===== src/rtl/adc_rd_pkg.sv =====
package adc_rd_pkg;
   typedef enum logic [2:0] {
      OP_START   = 3'd0,
      OP_WRITE   = 3'd1,
      OP_RSTART  = 3'd2,
      OP_READ    = 3'd3,
      OP_READ_NA = 3'd4,
      OP_STOP    = 3'd5,
      OP_FLUSH   = 3'd6,
      OP_REINIT  = 3'd7
   } bus_op_e;

   typedef enum logic [3:0] {
      ST_IDLE, ST_ADDR_W, ST_CTRL, ST_RSTART, ST_SKIP0, ST_SKIP1,
      ST_DATA, ST_LAST, ST_STOP_OK, ST_FLUSH_OK, ST_STOP_FAIL,
      ST_STOP_NF, ST_FLUSH_FAIL, ST_REINIT, ST_END
   } seq_state_e;
endpackage


===== src/rtl/adc_rd_ctrl_byte.sv =====
module adc_rd_ctrl_byte #(
   parameter logic [3:0] DEV_BASE = 4'b1001,
   parameter int         SEL_W    = 3
) (
   input  logic [SEL_W-1:0] dev_sel,
   input  logic [1:0]       chan,
   input  logic [1:0]       in_mode,
   input  logic             auto_inc,
   input  logic             aout_en,
   output logic [7:0]       addr_wr,
   output logic [7:0]       addr_rd,
   output logic [7:0]       ctrl
);
   localparam int BASE_W = 7 - SEL_W;

   generate
      if (SEL_W != 3) begin : g_bad_sel
         $error("adc_rd_ctrl_byte: SEL_W must be 3");
      end
   endgenerate

   assign addr_wr = {DEV_BASE[BASE_W-1:0], dev_sel, 1'b0};
   assign addr_rd = {DEV_BASE[BASE_W-1:0], dev_sel, 1'b1};
   assign ctrl    = {1'b0, aout_en, in_mode, 1'b0, auto_inc, chan};
endmodule


===== src/rtl/adc_rd_wait_timer.sv =====
module adc_rd_wait_timer #(
   parameter int MAX_WAIT = 100
) (
   input  logic clk,
   input  logic rst_n,
   input  logic cmd_valid,
   input  logic cmd_done,
   output logic expire
);
   localparam int TW = $clog2(MAX_WAIT + 1);

   generate
      if (MAX_WAIT < 2) begin : g_bad_wait
         $error("adc_rd_wait_timer: MAX_WAIT must be at least 2");
      end
   endgenerate

   logic [TW-1:0] wait_cnt;

   always_ff @(posedge clk or negedge rst_n) begin
      if (!rst_n)                      wait_cnt <= '0;
      else if (!cmd_valid || cmd_done) wait_cnt <= '0;
      else                             wait_cnt <= wait_cnt + 1'b1;
   end

   assign expire = cmd_valid && !cmd_done && (wait_cnt == TW'(MAX_WAIT - 1));

   AST_TMO_RELEASE: assert property (@(posedge clk) disable iff (!rst_n)
      expire |=> !cmd_valid) else $error("timeout did not drop command");
endmodule


===== src/rtl/adc_rd_sample_reg.sv =====
module adc_rd_sample_reg #(
   parameter int DATA_W = 8
) (
   input  logic              clk,
   input  logic              rst_n,
   input  logic              in_valid,
   input  logic [DATA_W-1:0] in_data,
   input  logic              in_last,
   output logic              out_valid,
   output logic [DATA_W-1:0] out_data,
   output logic              out_last
);
   always_ff @(posedge clk or negedge rst_n) begin
      if (!rst_n) begin
         out_valid <= 1'b0;
         out_data  <= '0;
         out_last  <= 1'b0;
      end else begin
         out_valid <= in_valid;
         out_last  <= in_valid && in_last;
         if (in_valid) out_data <= in_data;
      end
   end

   AST_LAST_WITH_VALID: assert property (@(posedge clk) disable iff (!rst_n)
      out_last |-> out_valid) else $error("last without valid");
endmodule


===== src/rtl/i2c_adc_reader.sv =====
module i2c_adc_reader
   import adc_rd_pkg::*;
#(
   parameter int         CNT_W    = 8,
   parameter int         MAX_WAIT = 100,
   parameter logic [3:0] DEV_BASE = 4'b1001
) (
   input  logic             clk,
   input  logic             rst_n,
   input  logic             start,
   input  logic [2:0]       dev_sel,
   input  logic [1:0]       chan,
   input  logic [1:0]       in_mode,
   input  logic             auto_inc,
   input  logic             aout_en,
   input  logic [CNT_W-1:0] byte_count,
   output logic             busy,
   output logic             done,
   output logic             fail,
   output logic             smp_valid,
   output logic [7:0]       smp_data,
   output logic             smp_last,
   output logic             cmd_valid,
   output logic [2:0]       cmd_op,
   output logic [7:0]       cmd_data,
   input  logic             cmd_done,
   input  logic [7:0]       rsp_data,
   input  logic             rsp_nack,
   input  logic             rsp_berr,
   input  logic             rsp_lab
);
   localparam logic [CNT_W-1:0] ONE = CNT_W'(1);
   localparam logic [CNT_W-1:0] TWO = CNT_W'(2);

   generate
      if (CNT_W < 2) begin : g_bad_cnt
         $error("i2c_adc_reader: CNT_W must be at least 2");
      end
   endgenerate

   seq_state_e       state_q, state_d;
   logic [CNT_W-1:0] left_q;
   logic             fail_q, set_fail, accept;
   logic [7:0]       addr_wr, addr_rd, ctrl;
   logic [7:0]       addr_wr_q, addr_rd_q, ctrl_q;
   logic             tmo_expire, bus_bad, emit;
   bus_op_e          op_c;

   adc_rd_ctrl_byte #(.DEV_BASE(DEV_BASE), .SEL_W(3)) u_compose (
      .dev_sel(dev_sel), .chan(chan), .in_mode(in_mode),
      .auto_inc(auto_inc), .aout_en(aout_en),
      .addr_wr(addr_wr), .addr_rd(addr_rd), .ctrl(ctrl)
   );

   adc_rd_wait_timer #(.MAX_WAIT(MAX_WAIT)) u_timer (
      .clk(clk), .rst_n(rst_n), .cmd_valid(cmd_valid),
      .cmd_done(cmd_done), .expire(tmo_expire)
   );

   assign accept  = (state_q == ST_IDLE) && start;
   assign bus_bad = rsp_berr || rsp_lab;

   // command presented to the controller, decoded from the step
   always_comb begin
      cmd_valid = 1'b1;
      cmd_data  = 8'h00;
      op_c      = OP_READ;
      unique case (state_q)
         ST_ADDR_W:               begin op_c = OP_START;  cmd_data = addr_wr_q; end
         ST_CTRL:                 begin op_c = OP_WRITE;  cmd_data = ctrl_q;    end
         ST_RSTART:               begin op_c = OP_RSTART; cmd_data = addr_rd_q; end
         ST_SKIP0, ST_SKIP1,
         ST_DATA:                 op_c = OP_READ;
         ST_LAST:                 op_c = OP_READ_NA;
         ST_STOP_OK, ST_STOP_FAIL,
         ST_STOP_NF:              op_c = OP_STOP;
         ST_FLUSH_OK,
         ST_FLUSH_FAIL:           op_c = OP_FLUSH;
         ST_REINIT:               op_c = OP_REINIT;
         default:                 cmd_valid = 1'b0;
      endcase
   end
   assign cmd_op = op_c;

   // step sequencing
   always_comb begin
      state_d  = state_q;
      set_fail = 1'b0;
      if (state_q == ST_IDLE) begin
         if (start) begin
            if (byte_count == '0) begin
               state_d  = ST_END;
               set_fail = 1'b1;
            end else begin
               state_d = ST_ADDR_W;
            end
         end
      end else if (state_q == ST_END) begin
         state_d = ST_IDLE;
      end else if (tmo_expire) begin
         state_d  = ST_END;
         set_fail = 1'b1;
      end else if (cmd_done) begin
         unique case (state_q)
            ST_ADDR_W, ST_CTRL: begin
               if (bus_bad)       begin state_d = ST_REINIT;    set_fail = 1'b1; end
               else if (rsp_nack) begin state_d = ST_STOP_FAIL; set_fail = 1'b1; end
               else state_d = (state_q == ST_ADDR_W) ? ST_CTRL : ST_RSTART;
            end
            ST_RSTART: begin
               if (bus_bad)       begin state_d = ST_REINIT;  set_fail = 1'b1; end
               else if (rsp_nack) begin state_d = ST_STOP_NF; set_fail = 1'b1; end
               else state_d = ST_SKIP0;
            end
            ST_SKIP0, ST_SKIP1, ST_DATA, ST_LAST: begin
               if (bus_bad) begin
                  state_d  = ST_REINIT;
                  set_fail = 1'b1;
               end else begin
                  unique case (state_q)
                     ST_SKIP0: state_d = ST_SKIP1;
                     ST_SKIP1: state_d = (left_q == ONE) ? ST_LAST : ST_DATA;
                     ST_DATA:  state_d = (left_q == TWO) ? ST_LAST : ST_DATA;
                     default:  state_d = ST_STOP_OK;
                  endcase
               end
            end
            ST_STOP_OK:    state_d = ST_FLUSH_OK;
            ST_STOP_NF:    state_d = ST_FLUSH_FAIL;
            default:       state_d = ST_END;
         endcase
      end
   end

   always_ff @(posedge clk or negedge rst_n) begin
      if (!rst_n) begin
         state_q   <= ST_IDLE;
         left_q    <= '0;
         fail_q    <= 1'b0;
         addr_wr_q <= '0;
         addr_rd_q <= '0;
         ctrl_q    <= '0;
      end else begin
         state_q <= state_d;
         if (set_fail)    fail_q <= 1'b1;
         else if (accept) fail_q <= 1'b0;
         if (accept) begin
            left_q    <= byte_count;
            addr_wr_q <= addr_wr;
            addr_rd_q <= addr_rd;
            ctrl_q    <= ctrl;
         end else if (state_q == ST_DATA && cmd_done && !bus_bad) begin
            left_q <= left_q - 1'b1;
         end
      end
   end

   assign emit = cmd_done && !bus_bad && (state_q == ST_DATA || state_q == ST_LAST);

   adc_rd_sample_reg #(.DATA_W(8)) u_out (
      .clk(clk), .rst_n(rst_n), .in_valid(emit), .in_data(rsp_data),
      .in_last(state_q == ST_LAST),
      .out_valid(smp_valid), .out_data(smp_data), .out_last(smp_last)
   );

   assign busy = (state_q != ST_IDLE);
   assign done = (state_q == ST_END);
   assign fail = done && fail_q;

   AST_IDLE_QUIET: assert property (@(posedge clk) disable iff (!rst_n)
      !busy |-> !cmd_valid && !smp_valid) else $error("activity while idle");
   AST_CMD_HOLD: assert property (@(posedge clk) disable iff (!rst_n)
      cmd_valid && !cmd_done && !tmo_expire |=>
         cmd_valid && $stable(cmd_op) && $stable(cmd_data)) else $error("command changed");
   AST_ZERO_REJECT: assert property (@(posedge clk) disable iff (!rst_n)
      !busy && start && byte_count == '0 |=> done && fail && !cmd_valid) else $error("zero size");
   AST_NACK_STOP: assert property (@(posedge clk) disable iff (!rst_n)
      cmd_valid && cmd_done && rsp_nack && !bus_bad && cmd_op <= 3'd2 |=>
         cmd_valid && cmd_op == 3'd5) else $error("no stop after nack");
   AST_FAULT_REINIT: assert property (@(posedge clk) disable iff (!rst_n)
      cmd_valid && cmd_done && bus_bad && cmd_op <= 3'd4 |=>
         cmd_valid && cmd_op == 3'd7) else $error("no reinit after fault");
endmodule


===== config.mk =====
export PLATFORM = sky130hd
export DESIGN_NAME = i2c_adc_reader
export DESIGN_NICKNAME = d
export VERILOG_FILES = /design/src/rtl/adc_rd_pkg.sv /design/src/rtl/adc_rd_ctrl_byte.sv /design/src/rtl/adc_rd_wait_timer.sv /design/src/rtl/adc_rd_sample_reg.sv /design/src/rtl/i2c_adc_reader.sv
export SDC_FILE = /design/constraint.sdc
export NUM_CORES = 1
export LEC_CHECK = 0
export BUFFER_PORTS_ARGS = -buffer_cell sky130_fd_sc_hd__buf_4
export CORE_MARGIN = 2
export CORE_UTILIZATION = 45
export CTS_BUF_LIST = sky130_fd_sc_hd__clkbuf_2 sky130_fd_sc_hd__clkbuf_4 sky130_fd_sc_hd__clkbuf_8
export DETAILED_ROUTE_END_ITERATION = 6
export MAX_ROUTING_LAYER = met4
export PLACE_DENSITY_LB_ADDON = 0.2
export SLEW_MARGIN = 20
export SYNTH_ARGS = -nofsm -noshare
export SYNTH_HDL_FRONTEND = slang
export SYNTH_SLANG_ARGS = --single-unit

===== constraint.sdc =====
create_clock -name clk -period 3.3 [get_ports clk]
set_input_delay 0.33 -clock clk [delete_from_list [all_inputs] [get_ports clk]]
set_output_delay 0.33 -clock clk [all_outputs]
set_load 0.05 [all_outputs]

# After elaboration in Yosys (flattened, before gate mapping)
# Index checks and enable logic that the tools add are counted.
word_totals:
  reg_bits: 45
  in_bits: 32
  output_inout_bits: 25
  elab_cells: 92
op_classes:
  n_addsub: 2
  eq_ne: 18
  muxes: 34
  n_reduce_logical: 28
ops:
  columns: ["op", "count"]
  rows:
  - ["2-to-1 mux 4 bit", 11]
  - ["== test 4 bit (second input constant)", 7]
  - ["one-hot mux 8 bit (3 select lines)", 1]
  - ["one-hot mux 3 bit (7 select lines)", 1]
  - ["one-hot mux 4 bit (5 select lines)", 1]
  - ["== test 4 x 3 -> 1 bit (second input constant)", 4]
  - ["2-to-1 mux 8 bit", 2]
  - ["2-to-1 mux 1 bit", 15]
  - ["OR reduction 13 bit", 1]
  - ["one-hot mux 4 bit (3 select lines)", 1]
  - ["logical AND 1 bit", 9]
  - ["== test 4 x 2 -> 1 bit (second input constant)", 2]
  - ["== test 8 x 1 -> 1 bit (second input constant)", 1]
  - ["== test 8 x 2 -> 1 bit (second input constant)", 1]
  - ["logical NOT 8 bit", 1]
  - ["nonzero test 4 bit", 2]
  - ["subtractor 8 x 1 -> 8 bit (second input constant)", 1]
  - ["adder 7 x 1 -> 7 bit (second input constant)", 1]
  - ["== test 7 bit (second input constant)", 1]
  - ["2-to-1 mux 7 bit", 1]
  - ["OR reduction 3 bit", 2]
  - ["== test 4 x 1 -> 1 bit (second input constant)", 1]
  - ["logical NOT 4 bit", 1]
  - ["nonzero test 2 bit", 2]
  - ["7 further kinds", 12]

# Longest topological paths before layout
depth:
  word_depth: 9
  depth_mapped: 7
  depth_no_buf: 6

# Modules after synthesis
# A second synthesis with hierarchy kept.
unflattened:
  cells_unflattened: 351
  area_unflattened_um2: 3138.0
by_module_without_submodules:
  columns: ["mod", "n_inst", "cells_each", "area_per_inst_um2", "seq_area_each_um2"]
  rows:
  - ["i2c_adc_reader", 1, 274, 2238.4, 925.9]
  - ["adc_rd_sample_reg", 1, 20, 389.1, 250.2]
  - ["adc_rd_wait_timer", 1, 31, 322.8, 175.2]
  - ["adc_rd_ctrl_byte", 1, 26, 187.7, 0.0]

# Worst setup path after synthesis
# OpenSTA, ideal clock, no wires.
synth_path:
  path_kind: "register -> output"
  startpoint: "register state_q[0]"
  endpoint: "output cmd_op[2]"
  arrival_time_ns: 2.166
  required_ns: 2.970
  path_slack_ns: 0.804
  path_stages_with_launch: 5
  path_buffers: 2
  cell_sequence: "dfrtp_1 > clkbuf_1 > clkbuf_1 > nand2_1 > o21ai_0"
synth_between:
  elab_chain_len: 3
  word_cells_on_any_way: 13
  classes_between: "10 x eq/ne; 1 x mux; 2 x reduce/logical"
synth_lines:
  columns: ["item", "line", "rtl"]
  rows:
  - ["from (decl)", "i2c_adc_reader.sv:41", "seq_state_e state_q, state_d;"]
  - ["from (signal assigned)", "i2c_adc_reader.sv:144", "state_q <= state_d;"]
  - ["== test 4 bit", "i2c_adc_reader.sv:68", "unique case (state_q)"]
  - ["OR reduction 3 bit / OR reduction 2 bit (equally long branches)", null, null]
  - ["one-hot mux 3 bit (7 select lines) (*)", "i2c_adc_reader.sv:68", null]
  - ["to (decl)", "i2c_adc_reader.sv:24", "output logic [2:0] cmd_op,"]
# Every way passes the cells marked *; elsewhere a longest branch is shown, timed or not.

# Worst setup path in the final report
layout_path:
  startpoint: "register state_q[1]"
  endpoint: "output cmd_data[1]"
layout_between:
  elab_chain_len: 2
  word_cells_on_any_way: 4
  classes_between: "3 x eq/ne; 1 x mux"
layout_lines:
  columns: ["item", "line", "rtl"]
  rows:
  - ["== test 4 x 2 -> 1 bit / == test 4 x 1 -> 1 bit (equally long branches)", "i2c_adc_reader.sv:68", null]
  - ["one-hot mux 8 bit (3 select lines) (*)", "i2c_adc_reader.sv:68", null]
  - ["to (decl)", "i2c_adc_reader.sv:25", "output logic [7:0] cmd_data,"]
# Marks and branches as above.

==> qor.yml <==
route:
  drc: 0
  dr.pass1.iters: 4
  wl_per_cell_um: 13.83
  antenna_left: 0
  routed-via-count: 2022
  routed_wl_mm: 5.268
  via_per_inst: 5.307
  first_iter_violations: 211
worst_setup_path:
  slowest_delay_ns: 0.70
  path_max_fanout: 17
  required_ns: 2.97
  critPathKind: "register to primary output"
  start_kind: "register"
  cpMaxStageDelayCell: "dfrtp_1"
  crit_family: "flip-flops"
  worstPathArrival_ns: 1.99
  crit_chain: "inv_1 -> nor2_1 -> a22oi_1 -> nor2_1 -> buf_4"
  critPathBufInv: 2
  cp-end-kind: "primary output"
  path_common_cell: "nor2_1"
status:
  status: "complete, but fails checks"
  violations: "hold timing"
global_route:
  antenna_found_initial: 0
  grt_usage: 0.2198
  grt_pass1_vias: 1903
  grt_pass1_wl_mm: 8.914
  grt_overflow: 0
  grt_max_degree: 41
floorplanning:
  fp-row-count: 25
  die_w_um: 74.11
  start_util: 0.4683
  io-pin-count: 57
  core_area_sq_um: 4723
  die_h_um: 74.11
  dieArea_sq_um: 5492
run:
  maxCapViolCount: 0
timing:
  finalHoldWorstSlack_ns: -0.007476
  setup_viol: 0
  worst_pin_slew_ns: 0.7447
  rsz0062_at_grt: "no"
  tns_ns: 0
  post-route-period-util: 0.7032
  max-slew-margin-rel: 0.4990
  slew_violations: 0
  setup_ws_ns: 0.9794
  finClkSkew_ns: 0.005789
  max_freq_mhz: 430.9
  hold_viol: 3
  post-route-min-period_ns: 2.321
clocking:
  clockBufferDepth: 2
  cts.clk_slew.worst_paths_ns: 0.08
  cts_hold_buf: 0
  tritoncts: "yes"
  clock-sinks: 40
  ctsResizeCount: 0
  numCtsBuffers: 5
  postCtsSetupBuffers: 0
  h-tree-depth: 2
  cts_root_buffer: "clkbuf_8"
  clk-insertion-delay-late_ns: 0.30
yosys:
  netlist_top_cells_area: "dfrtp_1, nand2_1, nor2_1, o21ai_0, a21oi_1"
  synth.top_cell.area_share: 0.4525
  synth_area_per_cell_sq_um: 8.443
  synth_warnings: 0
  synth_nets: 298
  async_reset_ff_frac: 1.000
  ys_ff_latch: 40
  synth-edff-count: 0
  netlist_instances: 262
  yosysTopAreaCell: "dfrtp_1"
  synth_most_common_cell: "nand2_1"
  synth.distinct_cells: 51
  synth_ff_type: "dfrtp_1"
  netlist_area_sq_um: 2212
  ys_seq_area_frac: 0.4525
  synth_common_cells: "nand2_1, dfrtp_1, nor2_1, o21ai_0, a21oi_1"
power:
  total_power_mw: 2.586
  peakVddDrop_v: 0.0005118
  p_leak_nw: 1.327
  cellPowerDensity_nw_per_um2: 930.7
placed_design:
  gp_congestion: 0.8989
  hpwlAfterDp_mm: 3.763
  pre_cts_slack_ns: 0.9922
  io_buffers: 56
layout:
  syn2layout_area_growth_pct: 25.62
  drive_above_1_share: 0.2325
  diodes: 0
  utilization: 0.5883
  finalNetCount: 349
hold_path:
  min_path_type: "primary input to async pin"
-- per-stage QoR --
stage	hold WS (ns)	std cells	area (sq um)
3_5_place_dp	0.3417	373	2658
6_report	-0.007476	381	2779
4_1_cts	0.01219	381	2779
3_3_place_gp	0.3397	373	2658
2_1_floorplan	0.03441	262	2212
5_1_grt	0.03396	381	2779
-- cells by family after synthesis --
logic type,count (synthesis),synth area share
compound gates,54,0.1657
xor+xnor,6,0.02376
fa+ha+maj,4,0.02263
buf+inv,22,0.04355
flops,40,0.4525
simple gates,136,0.2919
-- metal layers --
metal	wire, um	global-route usage	part of all wire
met1	2554	0.3114	0.48
met3	343	0.05014	0.065
met5	0	-	0
met2	2295	0.3145	0.44
met4	74	0.06667	0.014
-- path summary, 6_finish.rpt --
check | startpoint | end | slack, ns | cells past startpoint
min in group clk | rsp_data[1] | u_out.out_data[1] | 0.22 | 3
hold / removal | rst_n | u_out.out_data[2] | -0.007 | 1
setup / recovery | state_q[1] | cmd_data[1] | 0.98 | 5
hold reg to reg | u_timer.wait_cnt[0] | u_timer.wait_cnt[0] | 0.46 | 1
max in group asynchronous | rst_n | left_q[0] | 2.94 | 1
setup reg to reg | state_q[0] | left_q[3] | 0.99 | 5
-- state kept, by name (all words and copies together), names as in the netlist --
name,cells
u_out.out_valid,1
ctrl_q,6
addr_rd_q,4
u_timer.wait_cnt,7
u_out.out_last,1
state_q,4
fail_q,1
u_out.out_data,8
left_q,8
-- power breakdown --
group | switching (mW) | leakage (nW) | internal [mW] | total [mW]
clock | 0.184 | 0.0614 | 0.247 | 0.432
sequential | 0.223 | 0.506 | 0.677 | 0.900
combinational | 0.811 | 0.760 | 0.444 | 1.25
total | 1.22 | 1.33 | 1.37 | 2.59
-- worst reg2reg max path, stage by stage, from the launching register on --
cell	delay, ns
dfrtp_1	0.65
nor4_2	0.55
nand2_1	0.44
nand2_2	0.19
o21ai_1	0.08
a221o_1	0.30
-- cells in the final DEF (no fill, tap or decap), drive strengths merged, types with 5 or more instances in the layout --
cell type / instances
a21oi: 10
a22oi: 5
buf: 56
o21ai: 13
nand3: 5
nor2: 21
dfrtp: 40
nand2: 74
clkbuf: 6
or3: 5
inv: 9
and3: 5
nor4: 6
-- cell type report --
| cell class | instances | area (sq um) |
|---|---|---|
| Fill cell | 459 | 1944 |
| Multi-Input combinational cell | 200 | 1115 |
| Sequential cell | 40 | 1001 |
| Timing Repair Buffer | 56 | 420.4 |
| Tap cell | 67 | 83.83 |
| Clock buffer | 6 | 82.58 |
| Clock inverter | 2 | 38.79 |
| Inverter | 10 | 37.54 |
(Power assumes the default switching activity.)
